**config.mk**
```make
export PLATFORM = sky130hd
export DESIGN_NAME = pwrdn_guard
export DESIGN_NICKNAME = d
export VERILOG_FILES = /design/src/rtl/pwrdn_pkg.sv /design/src/rtl/pwrdn_stab.sv /design/src/rtl/pwrdn_seq.sv /design/src/rtl/pwrdn_guard.sv
export SDC_FILE = /design/constraint.sdc
export NUM_CORES = 1
export LEC_CHECK = 0
export BUFFER_PORTS_ARGS = -buffer_cell sky130_fd_sc_hd__clkbuf_2
export CORE_MARGIN = 2
export CORE_UTILIZATION = 50
export CTS_CLUSTER_DIAMETER = 80
export DETAILED_ROUTE_END_ITERATION = 10
export PLACE_DENSITY = 0.8
export SETUP_SLACK_MARGIN = 0.5
export SYNTH_ARGS = -nofsm -noshare
export SYNTH_HDL_FRONTEND = slang
export SYNTH_SLANG_ARGS = --single-unit
```
**constraint.sdc**
```tcl
create_clock -name clk -period 1.67 [get_ports clk]
set_input_delay 0.334 -clock clk [delete_from_list [all_inputs] [get_ports clk]]
set_output_delay 0.334 -clock clk [all_outputs]
set_load 0.02 [all_outputs]
```
**src/rtl/pwrdn_pkg.sv**
```systemverilog
package pwrdn_pkg;
    localparam int ARM_BIT = 1;
    localparam int CMT_BIT = 6;

    typedef enum logic [1:0] {
        WK_ARM,
        WK_COMMIT,
        WK_OTHER
    } wr_kind_e;

    typedef struct packed {
        logic armed;
        logic pd;
    } seq_state_t;

    function automatic wr_kind_e classify(input logic arm_b, input logic cmt_b);
        if (arm_b && !cmt_b)      return WK_ARM;
        else if (cmt_b && !arm_b) return WK_COMMIT;
        else                      return WK_OTHER;
    endfunction
endpackage

```
**src/rtl/pwrdn_stab.sv**
```systemverilog
module pwrdn_stab #(
    parameter int STAB_CYCLES = 1024
) (
    input  logic clk,
    input  logic rst_n,
    output logic ready
);
    localparam int CNT_W = $clog2(STAB_CYCLES + 1);
    localparam logic [CNT_W-1:0] LAST = CNT_W'(STAB_CYCLES - 1);

    typedef struct packed {
        logic [CNT_W-1:0] cnt;
        logic             ready;
    } stab_t;

    stab_t s_d, s_q;

    always_comb begin
        s_d = s_q;
        if (!s_q.ready) begin
            if (s_q.cnt == LAST) s_d.ready = 1'b1;
            else                 s_d.cnt   = s_q.cnt + 1'b1;
        end
    end

    always_ff @(posedge clk or negedge rst_n) begin
        if (!rst_n) s_q <= '0;
        else        s_q <= s_d;
    end

    assign ready = s_q.ready;

    // once the oscillator is declared stable it stays so until reset
    p_ready_hold_r2: assert property (@(posedge clk) disable iff (!rst_n)
        s_q.ready |=> s_q.ready);

    // the counter never runs past its terminal value
    p_cnt_range_r2: assert property (@(posedge clk) disable iff (!rst_n)
        s_q.cnt <= LAST);
endmodule

```
**src/rtl/pwrdn_seq.sv**
```systemverilog
module pwrdn_seq
    import pwrdn_pkg::*;
#(
    parameter int              SEL_W   = 4,
    parameter logic [SEL_W-1:0] PWR_SEL = '0
) (
    input  logic             clk,
    input  logic             rst_n,
    input  logic             bus_live,
    input  logic             wr_en,
    input  logic [SEL_W-1:0] wr_sel,
    input  logic [7:0]       wr_data,
    input  logic             pe_n,
    output logic             pd
);
    seq_state_t s_d, s_q;
    wr_kind_e   kind;
    logic       hit;
    logic       unused_bits;

    assign unused_bits = ^{wr_data[7], wr_data[5:2], wr_data[0]};
    assign kind = classify(wr_data[ARM_BIT], wr_data[CMT_BIT]);
    assign hit  = wr_en && bus_live && (wr_sel == PWR_SEL);

    always_comb begin
        s_d = s_q;
        if (hit) begin
            case (kind)
                WK_ARM:    s_d.armed = !pe_n;
                WK_COMMIT: begin
                    if (s_q.armed && !pe_n) s_d.pd = 1'b1;
                    s_d.armed = 1'b0;
                end
                default:   s_d.armed = 1'b0;
            endcase
        end
    end

    always_ff @(posedge clk or negedge rst_n) begin
        if (!rst_n) s_q <= '0;
        else        s_q <= s_d;
    end

    assign pd = s_q.pd;

    // power-down is left only through hardware reset
    p_no_wake_r8: assert property (@(posedge clk) disable iff (!rst_n)
        s_q.pd |=> s_q.pd);

    // entry requires the armed state one cycle earlier
    p_commit_armed_r3: assert property (@(posedge clk) disable iff (!rst_n)
        $rose(s_q.pd) |-> $past(s_q.armed));

    // entry needs the enable pin low
    p_pe_gate_r6: assert property (@(posedge clk) disable iff (!rst_n)
        $rose(s_q.pd) |-> $past(!pe_n));

    // arming needs the enable pin low
    p_arm_pe_r6: assert property (@(posedge clk) disable iff (!rst_n)
        $rose(s_q.armed) |-> $past(!pe_n));

    // no entry while the core is held in reset
    p_live_r9: assert property (@(posedge clk) disable iff (!rst_n)
        $rose(s_q.pd) |-> $past(bus_live));
endmodule

```
**src/rtl/pwrdn_guard.sv**
```systemverilog
module pwrdn_guard #(
    parameter int               SEL_W       = 4,
    parameter logic [SEL_W-1:0] PWR_SEL     = 4'h7,
    parameter int               STAB_CYCLES = 1024
) (
    input  logic             clk,
    input  logic             rst_n,
    input  logic             wr_en,
    input  logic [SEL_W-1:0] wr_sel,
    input  logic [7:0]       wr_data,
    input  logic             pe_n,
    output logic             osc_en,
    output logic             core_clk_en,
    output logic             core_rst,
    output logic             pd_active
);
    logic ready;
    logic pd;
    logic bus_live;

    pwrdn_stab #(.STAB_CYCLES(STAB_CYCLES)) u_stab (
        .clk   (clk),
        .rst_n (rst_n),
        .ready (ready)
    );

    assign bus_live = ready && !pd;

    pwrdn_seq #(.SEL_W(SEL_W), .PWR_SEL(PWR_SEL)) u_seq (
        .clk      (clk),
        .rst_n    (rst_n),
        .bus_live (bus_live),
        .wr_en    (wr_en),
        .wr_sel   (wr_sel),
        .wr_data  (wr_data),
        .pe_n     (pe_n),
        .pd       (pd)
    );

    assign osc_en      = !pd;
    assign core_clk_en = ready && !pd;
    assign core_rst    = !ready;
    assign pd_active   = pd;
endmodule

```
Word-level counts from Yosys, hierarchy flattened:

Index checks and enable logic that the tools add are counted.

* flip-flop bits (word level): 14
* input port bits: 16
* output and inout port bits: 4
* word-level logic and storage cells: 29

* add/sub/neg operators: 1
* eq/ne operators: 3
* mux-type cells: 5
* bitwise operators: 2
* reductions and logical operators: 14

Operators with widths (number)
* $add 11x1->11 const B: 1
* $eq 11x10->1 const B: 1
* $logic_and 1x1->1: 6
* $logic_not 1->1: 5
* $eq 4x3->1 const B: 1
* $mux 2: 2
* $mux 1: 3
* $reduce_and 3->1: 1
* $eq 2x1->1 const B: 1
* $logic_not 2->1: 1
* $not 1->1: 2
* $reduce_and 2->1: 1

Logic depth before layout (Yosys ltp):

* depth after elaboration: 6
* gate-level depth with buffers: 4
* gate-level depth less buffers: 4

Modules after synthesis:

From an unflattened synthesis, not the netlist that was laid out.

* cells, all modules: 69
* area, all modules: 750.7 um^2

By module, submodules not included
* pwrdn_stab: times used 1, cells each 57, area each 624.3 um^2, seq. area each 300.3 um^2
* pwrdn_seq: times used 1, cells each 9, area each 105.1 um^2, seq. area each 50.0 um^2
* pwrdn_guard: times used 1, cells each 3, area each 21.3 um^2, seq. area each 0.0 um^2

Worst setup path before layout:

Ideal clock, no wire load.

* kind: register to register
* start point: register u_seq.s_q (netlist bit u_seq.pd)
* end point: register u_seq.s_q[1] in the netlist's numbering
* library setup time: 0.125 ns
* arrival: 1.392 ns
* required time: 1.545 ns
* setup slack: 0.153 ns
* cell stages (with the launch flop): 4
* path buffers: 0
* clock period less this slack: 1.517 ns
* path through: dfrtp_1 -> nor2b_1 -> and3_1 -> mux2_2

* longest elaborated chain between the ends: 4

RTL lines
* start: declaration: line pwrdn_seq.sv:16 `seq_state_t s_d, s_q;`
* start signal: assignment: line pwrdn_seq.sv:40 `if (!rst_n) s_q <= '0;`
* start signal: assignment: line pwrdn_seq.sv:41 `else s_q <= s_d;`
* $logic_not 1->1
* $logic_and 1x1->1
* via core_clk_en: line pwrdn_guard.sv:13 `output logic core_clk_en,`
* $logic_and 1x1->1 (2 in series): line pwrdn_seq.sv:23 `assign hit = wr_en && bus_live && (wr_sel == PWR_SEL);`

The timed path passes the listed nets, and every way through them passes these cells.
A chain may end at the register's enable or synchronous reset.

Final worst setup path:

* start point: register u_stab.s_q[2] in the netlist's numbering
* end point: register u_stab.s_q[2] in the netlist's numbering

* longest elaborated chain between the ends: 3
* elaborated cells on any way between the ends: 4
* those cells by class: 1 x add/sub; 1 x eq/ne; 1 x bitwise; 1 x reduce/logical

RTL lines
* start: declaration: line pwrdn_stab.sv:16 `stab_t s_d, s_q;`
* start signal: assignment: line pwrdn_stab.sv:27 `if (!rst_n) s_q <= '0;`
* start signal: assignment: line pwrdn_stab.sv:28 `else s_q <= s_d;`
* branches (longest 3 deep; another with $add 11x1->11)

Parallel ways; which one is timed is not known.

==> impl_metrics.py <==
metrics = {
    "yosys": {
        "avgSynthCellArea_um2": 11.32,
        "synth.distinct_cells": 28,
        "synth_warnings": 0,
        "synth_nets": 86,
        "netlist_instances": 69,
        "yosysSeqAreaShare_pct": 44.87,
        "synth-seq-cells": 14,
        "syn_area_um2": 780.7,
    },
    "route": {
        "first_pass_iters": 4,
        "routedWlPerCell_um": 15.98,
        "num_vias": 708,
        "viasPerCell": 5.900,
        "detail_route.iter0.violations": 10,
        "antenna_left": 0,
        "drc_errors": 0,
        "wl_mm": 1.917,
    },
    "floorplanning": {
        "fp.dieH_um": 43.52,
        "rows": 14,
        "die_x_um": 43.52,
        "initial_utilization_pct": 52.44,
        "pin_count": 20,
        "dieArea_um2": 1894,
        "core_um2": 1489,
    },
    "sta": {
        "setup_ws_ps": 306.2,
        "fin_crit_sh_pct": 81.67,
        "tightest_slew_ps": 352.1,
        "rsz0062_at_grt": "yes",
        "hold_viol_final": 0,
        "slew_headroom_pct": 76.53,
        "finalSetupViolCount": 0,
        "hold_ws_ps": 381.3,
        "clock_skew_ps": 0.8713,
        "maxSlewViolCount": 0,
        "fmax_mhz": 733.2,
        "fin_crit_ps": 1364,
        "tns_ps": 0,
    },
    "critical_path": {
        "r2r_setup_slack_ps": 310,
        "worstReg2RegStart": "u_stab.s_q[2]$_DFFE_PN0P_",
        "critPathLaunchType": "flop",
        "worstReg2RegEnd": "u_stab.s_q[2]$_DFFE_PN0P_",
        "crit_required_ps": 1840,
        "critPathKind": "flop to flop",
        "critPathArrivalTime_ps": 1530,
        "reg2reg_depth": 4,
        "path_max_fanout": 4,
        "setup.worst_path.end_class": "flop",
    },
    "power_and_ir_drop": {
        "internal_power_mw": 0.4327,
        "combPwrFrac_pct": 3.7,
        "p_leak_nw": 0.5543,
        "ir_drop_mv": 0.3912,
        "pwr-share-clk_pct": 34.6,
        "powerDensity_nw_per_um2": 478.1,
        "seq_power_share_pct": 61.7,
        "swShare_pct": 21.11,
        "netSwitchingPower_mw": 0.1158,
    },
    "grt": {
        "grt_max_degree": 15,
        "antenna_found_initial": 0,
        "grt_pass1_wl_mm": 3.229,
        "track_usage_pct": 23.09,
        "grt_pass1_vias": 779,
        "grt.overflow.total": 0,
    },
    "clock_tree": {
        "clk_path_buf_depth": 2,
        "numCtsBuffers": 3,
        "htree_levels": 1,
        "cts.sinks": 14,
        "cts_tree": "built",
        "clk_pin_slew_ps": 80,
        "clock_latency_ps": 280,
        "ctsRootBufferMaster": "clkbuf_4",
    },
    "job": {
        "drv_cap": 0,
    },
    "hold_path": {
        "min_to": "u_seq.pd$_DFFE_PN0P_",
        "hp-start": "wr_data[1]",
        "whs_path_depth": 3,
        "hold_class": "primary input to flop",
    },
    "placement": {
        "dpl.cell_count": 98,
        "io_buffer_count": 13,
        "place_ws_ps": 225.9,
        "hpwlAfterDp_mm": 1.083,
        "gp_congestion": 0.7357,
    },
    "status": {
        "status": "complete, no violations",
    },
    "finish": {
        "nets": 123,
        "drive_above_1_share_pct": 61.54,
        "antenna_cells": 0,
        "final_cells": 120,
        "area_delta_synth_final_pct": 46.96,
    },
}
per-stage QoR:
stage | power [mW] | cell area [um2] | utilization, %
2_1_floorplan | 0.3474 | 810.8 | -
3_3_place_gp | 0.3636 | 884.6 | 59.41
3_5_place_dp | 0.3641 | 884.6 | 59.41
4_1_cts | 0.5471 | 1092 | 73.36
5_1_grt | 0.5743 | 1147 | 77.06
6_report | 0.5485 | 1147 | 77.06
layer usage:
metal  GRT usage [%]  wire (um)  vias to the layer above
met2           40.90       1009                       26
li1                -          -                      326
met3           4.167         73                        8
met1           24.93        763                      348
met5               0          0                        -
met4           15.15         72                        0
timing repair:
action | CTS | global route
resized for setup | 18 | 14
buffers inserted | 15 | 3
pin swaps | 6 | 7
endpoints found under the hold margin | 14 | 0
hold buffers | 1 | 0
endpoints found under the setup margin | 16 | 17
worst max-delay path by stage:
stage / startpoint / to / slack [ps]
5_1_grt: u_stab.s_q[1]$_DFFE_PN0P_ / u_stab.s_q[10]$_DFFE_PN0P_ / 260
2_1_floorplan: u_stab.s_q[1]$_DFFE_PN0P_ / u_stab.s_q[2]$_DFFE_PN0P_ / 290
3_5_place_dp: u_stab.ready$_DFF_PN0_ / u_stab.s_q[10]$_DFFE_PN0P_ / 230
4_1_cts: u_stab.s_q[1]$_DFFE_PN0P_ / u_stab.s_q[2]$_DFFE_PN0P_ / 330
3_3_place_gp: u_stab.s_q[1]$_DFFE_PN0P_ / u_stab.s_q[2]$_DFFE_PN0P_ / 230
6_report: u_stab.s_q[2]$_DFFE_PN0P_ / u_stab.s_q[2]$_DFFE_PN0P_ / 310
flip-flops by register name, indices dropped and copies added, names as in the netlist:
signal / count
u_stab.s_q: 11
u_seq.pd: 1
u_seq.s_q: 1
u_stab.ready: 1
area by class of cell:
cell class	instances	area [um2]
clock buffer	3	22.52
fill	91	341.6
inverter	5	18.77
multi-input combinational	47	445.4
sequential	14	352.8
tap	16	20.02
timing repair buffer	35	287.8
layout by cell type, fill, tap and decap left out, drive strengths merged:
cell          n
a21boi        2
a21o          1
a21oi         5
a31oi         6
and2          1
and3          4
and4          1
and4b         4
buf          25
clkbuf       12
dfrtp        14
dlygate4sd3   1
ha            1
inv           5
mux2          5
nand2         1
nand3         4
nand3b        1
nand4         1
nand4b        1
nor2          3
nor2b         1
nor3b         1
nor4bb        1
o21ai         2
xor2          1
synthesized netlist by cell type:
library cell | number | area share, %
inv_1 | 5 | 2.4
a21o_1 | 1 | 0.96
and3_1 | 4 | 3.2
and4b_1 | 3 | 3.8
nor3b_1 | 1 | 0.96
mux2_4 | 3 | 5.8
and2_2 | 1 | 0.96
mux2_2 | 1 | 1.4
nand4b_1 | 1 | 1.1
dfrtp_1 | 14 | 45
o21ai_0 | 2 | 1.3
nand4_4 | 1 | 2.7
nand2_1 | 1 | 0.48
nand3b_1 | 1 | 0.96
nor2b_1 | 1 | 0.80
a21oi_1 | 5 | 3.2
nand3_1 | 4 | 2.6
a31oi_4 | 1 | 2.7
a21boi_0 | 2 | 1.9
and4_1 | 1 | 1.1
nor4bb_1 | 1 | 1.3
a31oi_1 | 5 | 4.0
mux2_1 | 1 | 1.4
ha_1 | 1 | 1.6
nor2_1 | 3 | 1.4
xor2_1 | 1 | 1.1
buf_6 | 3 | 4.3
and4b_2 | 1 | 1.4
power groups by stage:
| stage | Clock, mW | Combinational [mW] | Sequential, mW |
|---|---|---|---|
| after global routing | 0.212 | 0.0232 | 0.339 |
| after floorplan | 0 | 0.00192 | 0.346 |
| after global placement | 0 | 0.0182 | 0.345 |
| final | 0.190 | 0.0201 | 0.339 |
| after CTS | 0.188 | 0.0206 | 0.339 |
| after detailed placement | 0 | 0.0187 | 0.345 |
cells by family (layout without fill, tap and decap cells):
logic type / Yosys count / in the layout / share of synthesized area [%]
XOR/XNOR: 1 / 1 / 1.122
multiplexers: 5 / 5 / 8.653
AND/OR/NAND/NOR: 24 / 24 / 22.92
flip-flops: 14 / 14 / 44.87
AO/OA/AOI/OAI: 16 / 16 / 14.10
adder cells (fa/ha/maj): 1 / 1 / 1.602
buffers and inverters: 8 / 43 / 6.731
worst max-delay path, cell delays in order, from the launching register on:
cell and delay [ps]:
dfrtp_1 420, ha_4 190, and3_4 180, a31oi_4 160, mux2_4 310
Note: power is estimated with default switching activity, not from simulation.
